<file path="config.mk">
export PLATFORM = sky130hd
export DESIGN_NAME = ptp_event_stamper
export DESIGN_NICKNAME = d
export VERILOG_FILES = /design/src/rtl/ptp_stamp_pkg.sv /design/src/rtl/ptp_hdr_parser.sv /design/src/rtl/ptp_ts_queue.sv /design/src/rtl/ptp_event_stamper.sv
export SDC_FILE = /design/constraint.sdc
export NUM_CORES = 1
export LEC_CHECK = 0
export BUFFER_PORTS_ARGS = -buffer_cell sky130_fd_sc_hd__buf_4
export CORE_ASPECT_RATIO = 0.7
export CORE_MARGIN = 2
export CORE_UTILIZATION = 50
export DETAILED_ROUTE_END_ITERATION = 10
export PLACE_DENSITY = 0.75
export RECOVER_POWER = 100
export SYNTH_ARGS = -nofsm -noshare
export SYNTH_HDL_FRONTEND = slang
export SYNTH_SLANG_ARGS = --single-unit
</file>
<file path="constraint.sdc">
create_clock -name clk -period 3.1 [get_ports clk]
set_input_delay 0 -clock clk [delete_from_list [all_inputs] [get_ports clk]]
set_output_delay 0 -clock clk [all_outputs]
set_load 0.05 [all_outputs]
</file>
<file path="src/rtl/ptp_stamp_pkg.sv">
package ptp_stamp_pkg;
  localparam int unsigned HDR_BYTES   = 34;
  localparam int unsigned RAW_HDR_POS = 14;
  localparam int unsigned ETYPE_POS   = 12;
  localparam logic [7:0]  ETYPE_HI    = 8'h88;
  localparam logic [7:0]  ETYPE_LO    = 8'hF7;
  localparam int unsigned DOM_POS     = 4;
  localparam int unsigned SEQ_POS     = 30;

  typedef enum logic [1:0] {CLS_EVENT, CLS_GENERAL, CLS_RESERVED} msg_class_e;

  function automatic msg_class_e classify(input logic [3:0] mtype);
    if (mtype[3:2] == 2'b00) return CLS_EVENT;
    else if (mtype >= 4'h8 && mtype <= 4'hD) return CLS_GENERAL;
    else return CLS_RESERVED;
  endfunction
endpackage

</file>
<file path="src/rtl/ptp_hdr_parser.sv">
module ptp_hdr_parser
  import ptp_stamp_pkg::*;
#(
  parameter int unsigned TS_W  = 48,
  parameter int unsigned OFF_W = 8,
  parameter int unsigned CNT_W = OFF_W + 2
) (
  input  logic              clk,
  input  logic              rst_n,
  input  logic [TS_W-1:0]   tod,
  input  logic              in_valid,
  input  logic              in_sof,
  input  logic              in_eof,
  input  logic [7:0]        in_data,
  input  logic              cfg_raw,
  input  logic [OFF_W-1:0]  cfg_hdr_offset,
  input  logic [15:0]       cfg_ts_mask,
  output logic              push,
  output logic [TS_W-1:0]   push_ts,
  output logic [3:0]        push_type,
  output logic [7:0]        push_dom,
  output logic [15:0]       push_seq
);
  logic [CNT_W-1:0] cnt, idx, hstart, hend;
  logic             active, eth_ok, live;
  logic [3:0]       tspec;

  always_comb begin
    idx    = in_sof ? '0 : cnt;
    hstart = cfg_raw ? CNT_W'(RAW_HDR_POS) : CNT_W'(cfg_hdr_offset);
    hend   = hstart + CNT_W'(HDR_BYTES - 1);
    live   = in_sof | active;
  end

  always_ff @(posedge clk) begin
    if (!rst_n) begin
      cnt       <= '0;
      active    <= 1'b0;
      eth_ok    <= 1'b0;
      tspec     <= '0;
      push      <= 1'b0;
      push_ts   <= '0;
      push_type <= '0;
      push_dom  <= '0;
      push_seq  <= '0;
    end else begin
      push <= 1'b0;
      if (in_valid) begin
        if (idx != '1) cnt <= idx + 1'b1;
        if (in_sof) begin
          push_ts <= tod;   // latched at the first byte, before any parsing
          active  <= 1'b1;
          eth_ok  <= 1'b1;
        end
        if (live) begin
          if (cfg_raw && idx == CNT_W'(ETYPE_POS) && in_data != ETYPE_HI) eth_ok <= 1'b0;
          if (cfg_raw && idx == CNT_W'(ETYPE_POS + 1) && in_data != ETYPE_LO) eth_ok <= 1'b0;
          if (idx == hstart) begin
            tspec     <= in_data[7:4];
            push_type <= in_data[3:0];
          end
          if (idx == hstart + CNT_W'(DOM_POS)) push_dom <= in_data;
          if (idx == hstart + CNT_W'(SEQ_POS)) push_seq[15:8] <= in_data;
          if (idx == hstart + CNT_W'(SEQ_POS + 1)) push_seq[7:0] <= in_data;
          if (idx == hend) begin
            active <= 1'b0;
            push   <= eth_ok && (classify(push_type) == CLS_EVENT) && cfg_ts_mask[tspec];
          end
        end
        if (in_eof) active <= 1'b0;
      end
    end
  end
endmodule

</file>
<file path="src/rtl/ptp_ts_queue.sv">
module ptp_ts_queue #(
  parameter int unsigned W     = 76,
  parameter int unsigned DEPTH = 4,
  parameter int unsigned OVF_W = 16
) (
  input  logic             clk,
  input  logic             rst_n,
  input  logic             push,
  input  logic [W-1:0]     push_data,
  output logic             full,
  output logic             out_valid,
  input  logic             out_ready,
  output logic [W-1:0]     out_data,
  output logic [OVF_W-1:0] ovf_count
);
  localparam int unsigned AW = (DEPTH < 2) ? 1 : $clog2(DEPTH);

  logic [W-1:0] mem [DEPTH];
  logic [AW:0]  wp, rp;

  assign full      = (wp[AW] != rp[AW]) && (wp[AW-1:0] == rp[AW-1:0]);
  assign out_valid = (wp != rp);
  assign out_data  = mem[rp[AW-1:0]];

  always_ff @(posedge clk) begin
    if (push && !full) mem[wp[AW-1:0]] <= push_data;
  end

  always_ff @(posedge clk) begin
    if (!rst_n) begin
      wp        <= '0;
      rp        <= '0;
      ovf_count <= '0;
    end else begin
      if (push && !full) wp <= wp + 1'b1;
      if (push && full && ovf_count != '1) ovf_count <= ovf_count + 1'b1;
      if (out_valid && out_ready) rp <= rp + 1'b1;
    end
  end
endmodule

</file>
<file path="src/rtl/ptp_event_stamper.sv">
module ptp_event_stamper #(
  parameter int unsigned TS_W  = 48,
  parameter int unsigned OFF_W = 8,
  parameter int unsigned DEPTH = 4,
  parameter int unsigned OVF_W = 16
) (
  input  logic              clk,
  input  logic              rst_n,
  input  logic [TS_W-1:0]   tod,
  input  logic              in_valid,
  input  logic              in_sof,
  input  logic              in_eof,
  input  logic [7:0]        in_data,
  input  logic              cfg_raw,
  input  logic [OFF_W-1:0]  cfg_hdr_offset,
  input  logic [15:0]       cfg_ts_mask,
  output logic              rec_valid,
  input  logic              rec_ready,
  output logic [TS_W-1:0]   rec_ts,
  output logic [3:0]        rec_type,
  output logic [7:0]        rec_domain,
  output logic [15:0]       rec_seq,
  output logic [OVF_W-1:0]  ovf_count
);
  localparam int unsigned REC_W = TS_W + 4 + 8 + 16;

  logic              push_v, q_full;
  logic [TS_W-1:0]   p_ts;
  logic [3:0]        p_type;
  logic [7:0]        p_dom;
  logic [15:0]       p_seq;
  logic [REC_W-1:0]  q_out;

  ptp_hdr_parser #(.TS_W(TS_W), .OFF_W(OFF_W)) u_parse (
    .clk(clk), .rst_n(rst_n), .tod(tod),
    .in_valid(in_valid), .in_sof(in_sof), .in_eof(in_eof), .in_data(in_data),
    .cfg_raw(cfg_raw), .cfg_hdr_offset(cfg_hdr_offset), .cfg_ts_mask(cfg_ts_mask),
    .push(push_v), .push_ts(p_ts), .push_type(p_type), .push_dom(p_dom), .push_seq(p_seq)
  );

  ptp_ts_queue #(.W(REC_W), .DEPTH(DEPTH), .OVF_W(OVF_W)) u_queue (
    .clk(clk), .rst_n(rst_n),
    .push(push_v), .push_data({p_ts, p_type, p_dom, p_seq}), .full(q_full),
    .out_valid(rec_valid), .out_ready(rec_ready), .out_data(q_out),
    .ovf_count(ovf_count)
  );

  assign {rec_ts, rec_type, rec_domain, rec_seq} = q_out;
endmodule

</file>
# [After elaboration in Yosys (flattened, before gate mapping)]
# Memories as Yosys holds them, arrays and structs flattened. A register that Yosys moved wholly into a read port is not among the register bits.
# Index checks and enable logic that the tools add are counted.
# W data, S select, Z words.
[op_classes] add_sub_neg=8 mul=0 n_div=0 magnitude_cmp=3 n_eq_ne=14 shifts=0 muxes=22 n_bitwise=1 reduce_logical=22
[ops] operator="$eq A10 B10 Y1" count=5
[ops] operator="$add A10 B5 Y10 const B" count=2
[ops] operator="$eq A10 B4 Y1 const B" count=2
[ops] operator="$add A16 B1 Y16 const B" count=1
[ops] operator="$mux W2" count=8
[ops] operator="$ne A16 B16 Y1 const B" count=1
[ops] operator="$ne A8 B8 Y1 const B" count=2
[ops] operator="$logic_and A1 B1 Y1" count=12
[ops] operator="$reduce_and A3 Y1" count=4
[ops] operator="$mux W1" count=11
[ops] operator="$add A10 B1 Y10 const B" count=1
[ops] operator="$add A10 B3 Y10 const B" count=1
[ops] operator="$add A10 B6 Y10 const B" count=1
[ops] operator="$mux W10" count=1
[ops] operator="$ne A10 B10 Y1 const B" count=1
[ops] operator="$mux W8" count=1
[ops] operator="$add A3 B1 Y3 const B" count=2
[ops] operator="$lt A4 B5 Y1 const B" count=1
[ops] operator="$bmux W1 S4" count=1
[ops] operator="$ge A4 B4 Y1 const B" count=1
[ops] operator="$le A4 B4 Y1 const B" count=1
[ops] operator="$logic_not A2 Y1" count=2
[ops] operator="$reduce_and A2 Y1" count=2
[ops] operator="$reduce_and A4 Y1" count=1
[ops] operator="other kinds (5)" count=5
[totals] regBits=115 latchBits=0 ramBits=304 mem_bits_ro=0 input_bits=87 output_inout_bits=93 elab_cells=84 n_memories=1
[memory_table] name="u_queue.mem" depth=4 width=76 rd=1 rd_clocked_by_memory_dff=1 write_ports=1 line_no="ptp_ts_queue.sv:18" source="logic [W-1:0] mem [DEPTH];"

# [Logic depth before layout (Yosys ltp)]
[depth] depth_word=11 ltp_mapped=11 depth_no_buf=9

# [By module]
# From an unflattened synthesis, not the netlist that was laid out.
[hier_totals] hier_cells=1161 area_unflattened_um2=17375.4
[modules_own_cells] module="ptp_ts_queue" n_inst=1 cells_per_inst=550 area_per_inst_um2=12271.8 seq_area_each_um2=9609.2
[modules_own_cells] module="ptp_hdr_parser" n_inst=1 cells_per_inst=611 area_per_inst_um2=5103.6 seq_area_each_um2=1861.8

# [Worst setup path after synthesis]
# No wires, ideal clock.
[synth_path] path_kind="register -> register" from="reg u_queue.wp[0]" to="mem u_queue.mem[3][0], enable pin" setup_ns=0.444 arrival_time_ns=2.708 required_time_ns=2.656 slack_ns=-0.053 path_stages_with_launch=4 path_buffers=0 synth_period_minus_slack_ns=3.153 path_cell_list="dfxtp_1 -> xor2_1 -> o31a_1 -> and2_1"
[synth_between] elab_chain_cells=6
[synth_rtl] item="from (decl)" line_no="ptp_ts_queue.sv:19" source="logic [AW:0] wp, rp;"
[synth_rtl] item="from (signal assigned)" line_no="ptp_ts_queue.sv:35" source="if (push && !full) wp <= wp + 1'b1;"
[synth_rtl] item="$eq A2 B2 Y1" line_no="ptp_ts_queue.sv:21" source="assign full = (wp[AW] != rp[AW]) && (wp[AW-1:0] == rp[AW-1:0]);"
[synth_rtl] item="$logic_and A1 B1 Y1" line_no="ptp_ts_queue.sv:21"
[synth_rtl] item="$logic_not A1 Y1" line_no="ptp_ts_queue.sv:26" source="if (push && !full) mem[wp[AW-1:0]] <= push_data;"
[synth_rtl] item="$logic_and A1 B1 Y1" line_no="ptp_ts_queue.sv:26"
[synth_rtl] item="$mux W1" line_no="ptp_ts_queue.sv:26"
[synth_rtl] item="$mux W1 (not written as such)" line_no="ptp_ts_queue.sv:26"
[synth_rtl] item="to (decl)" line_no="ptp_ts_queue.sv:18"
# Parallel ways exist; a longest one is shown, timed or not.

# [Worst setup path after layout]
[layout_path] from="reg u_parse.cnt[2]" to="reg u_parse.push_seq[11]"
[layout_between] elab_chain_cells=3
[layout_rtl] item="from (decl)" line_no="ptp_hdr_parser.sv:24" source="logic [CNT_W-1:0] cnt, idx, hstart, hend;"
[layout_rtl] item="from (signal assigned)" line_no="ptp_hdr_parser.sv:49" source="if (idx != '1) cnt <= idx + 1'b1;"
[layout_rtl] item="$mux W10" line_no="ptp_hdr_parser.sv:29" source="idx = in_sof ? '0 : cnt;"
[layout_rtl] item="$eq A10 B10 Y1" line_no="ptp_hdr_parser.sv:63" source="if (idx == hstart + CNT_W'(SEQ_POS)) push_seq[15:8] <= in_data;"
[layout_rtl] item="$reduce_and A3 Y1 (no source line)"
[layout_rtl] item="to (signal assigned)" line_no="ptp_hdr_parser.sv:63"
[layout_rtl] item="to (decl)" line_no="ptp_hdr_parser.sv:22" source="output logic [15:0] push_seq"
# Every way passes these cells.
# A chain may end at the register's enable or synchronous reset.

==> impl_metrics.tcl <==
set metrics [dict create \
    status "completed" \
    ys_seq_area_share_pct 67.86 \
    crit_type "reg -> reg" \
    synth_area_per_cell_um2 14.78 \
    num-nets-final 1484 \
    synthCells 1144 \
    rsz0062_at_grt "false" \
    dr.pass1.iters 5 \
    clk_latency_ns 0.53 \
    hpwl_mm 23.63 \
    num_vias 10490 \
    fillers 2523 \
    setup_violations 0 \
    totalWireLength_mm 37.79 \
    finClkSkew_ns 0.01013 \
    critPathArrivalTime_ns 3.28 \
    final_cell_mix "304 x edfxtp_1, 154 x nand2_1, 115 x dfxtp_1" \
    syn_nets 1242 \
    clock_tree.root_cell "clkbuf_16" \
    dp.cells 1716 \
    clockBufferDepth 3 \
    cts_tree "yes" \
    p_int_uw 9020 \
    synth-async-reset-ratio_pct 0 \
    crit_path_start_kind "flip-flop" \
    worstMarginPinSlew_ns 1.348 \
    fin_tns_setup_ns 0 \
    ys_seq_elements 421 \
    power_switching_uw 2275 \
    cts_made_buffers 40 \
    grtUsageTotal_pct 21.34 \
    slew_violations 0 \
    path_clk_slew_ns 0.06 \
    p_seq_share_pct 53.7 \
    synth_cell_types 67 \
    drive_gt1_share_pct 22.72 \
    hp-start "cfg_hdr_offset[6]" \
    numPortBuffers 179 \
    viasPerCell 5.664 \
    p_leak_uw 0.006924 \
    final_common_cell "edfxtp_1" \
    rows 56 \
    yosys_most_used_dff "edfxtp_1" \
    die_y_um 157.8 \
    htree_levels 2 \
    cts.sinks 421 \
    drt_iter0_drc 1025 \
    crit_family "simple AND/OR/NAND/NOR gates" \
    ant_nets 0 \
    die-area_um2 35320 \
    seqCellArea_um2 11480 \
    route.detailed.drc 0 \
    final_area_um2 20410 \
    fp.dieW_um 223.8 \
    hold_class "in -> reg" \
    area_growth_syn_to_layout_pct 20.73 \
    final_cells 1852 \
    wire_per_inst_um 20.40 \
    grt_max_degree 49 \
    cp_max_fo 16 \
    switching_share_pct 20.15 \
    grt_pass1_vias 10300 \
    placed_area_um2 18870 \
    initial_core_util_pct 50.58 \
    powerDensity_nw_per_um2 553.4 \
    grt_pass1_wl_mm 58.07 \
    synth_area_um2 16900 \
    pwr-share-clk_pct 42.5 \
    synth_edf_count 304 \
    path_cells "or3b_2 > a21oi_1 > o2111ai_1 > nor4_4 > clkbuf_1 > mux2i_1" \
    crit_path_start "u_parse.cnt[2]$_SDFFE_PN0P_" \
    pwr-share-comb_pct 3.8 \
    place.gp.congestion 0.8496 \
    antenna_found_initial 0 \
    path_buf_inv 1 \
    fin_crit_sh_pct 91.24 \
    cap_violations 0 \
    final_hold_viol_count 0 \
    required_ns 3.56 \
    cp_slowest_cell "dfxtp_1" \
    max_stage_delay_ns 0.72 \
    n_antenna_cell 0 \
    grt_overflow 0 \
    r2r-start "u_parse.cnt[2]$_SDFFE_PN0P_" \
    coreArea_um2 33420 \
    pin_count 180 \
    slew_headroom_pct 10.03 \
    yosysWarnings 0 \
    ctsResizeCount 0 \
    min_period_ns 2.828 \
    max_freq_mhz 353.6 \
    multi_input_area_um2 5115 \
    end_kind "flip-flop" \
    irDropWorstVdd_mv 0.3061 \
]
-- metal layers --
metal	up-vias	wire (um)	track usage, %
met5	-	0	0
met4	0	654	4.730
met3	57	2330	4.399
met2	348	17670	33.96
met1	5267	17130	30.69
li1	4818	-	-
-- registers in the layout (all words and copies together) (netlist names), named ones only --
| name | flops |
|---|---|
| u_parse.push_dom | 8 |
| u_parse.eth_ok | 1 |
| u_queue.ovf_count | 16 |
| u_parse.cnt | 10 |
| u_parse.active | 1 |
| u_parse.push | 1 |
| u_parse.push_seq | 16 |
| u_queue.mem | 304 |
| u_parse.push_ts | 48 |
| u_queue.wp | 3 |
| u_queue.rp | 3 |
| u_parse.push_type | 4 |
| u_parse.tspec | 4 |
-- worst reg2reg max path: cells and delay by family, from the launching register on --
kind,cells,cell delay [ns]
muxes,1,0.26
AOI/OAI and AO/OA,2,0.39
buffers and inverters,1,0.56
and+or+nand+nor,2,0.82
DFF,1,0.72
-- layout make-up --
type | instances | area share [%]
inverters | 17 | 0.3188
clock buffers | 60 | 5.732
multi-input cells | 639 | 25.06
well taps | 435 | 2.667
flip-flops and latches | 421 | 56.23
clock inverters | 13 | 0.6437
repair buffers | 267 | 9.349
-- synth_stat cells (12+ instances only) --
master,instances,area [um2]
nand2b_1,14,87.58
nand2_1,155,581.8
nor2_1,50,187.7
o21ai_0,30,150.1
buf_1,14,52.55
edfxtp_1,304,9129
nand3_1,26,130.1
inv_1,16,60.06
xnor2_1,27,236.5
dfxtp_1,117,2342
a21oi_1,78,390.4
mux2i_1,28,280.3
nor2b_1,12,75.07
xor2_1,15,131.4
nand4_1,12,75.07
mux4_2,81,1824
clkbuf_1,45,168.9
-- kinds of logic (layout without fill, tap and decap cells) --
family / count (synthesis) / count (layout) / synth area share [%]
DFF: 421 / 421 / 67.86
and+or+nand+nor: 322 / 322 / 9.037
AOI/OAI and AO/OA: 153 / 153 / 5.410
muxes: 109 / 109 / 12.45
buffers and inverters: 84 / 357 / 1.961
xor gates and xnor gates: 44 / 44 / 2.472
adders and majority gates: 11 / 11 / 0.8141
-- final timing paths --
check / endpoint / slack [ns] / depth (start not counted)
setup / recovery: u_parse.push_seq[11]$_SDFFE_PN0P_ / 0.27 / 6
hold / removal: u_parse.push$_SDFF_PN0_ / 0.19 / 5
setup reg to reg: u_parse.push_seq[11]$_SDFFE_PN0P_ / 0.27 / 6
hold reg to reg: u_parse.push_ts[39]$_SDFFE_PN0P_ / 0.49 / 2
-- metrics by stage --
stage | hold slack (ns) | utilization (%) | setup slack, ns | power, uW
3_5_place_dp | 0.2576 | 56.45 | 0.4925 | 6546
2_1_floorplan | 0.1360 | - | 0.6153 | 6375
5_1_grt | 0.2160 | 61.07 | 0.1362 | 11630
3_3_place_gp | 0.2463 | 56.45 | 0.5271 | 6537
4_1_cts | 0.1446 | 62.23 | 0.4684 | 11390
6_report | 0.1861 | 61.07 | 0.2717 | 11300
-- power groups by stage --
stage	logic (uW)	clock network, uW	registers (uW)
after floorplan	207	0	6170
after global placement	362	0	6180
after detailed placement	364	0	6180
after CTS	431	4900	6060
after global routing	467	5100	6060
final	433	4800	6060
-- what timing repair did --
item,4_1_cts,5_1_grt
hold endpoints to repair,91,0
hold buffers,63,0
buffers inserted,0,0
Note: power is estimated with default switching activity, not from simulation.
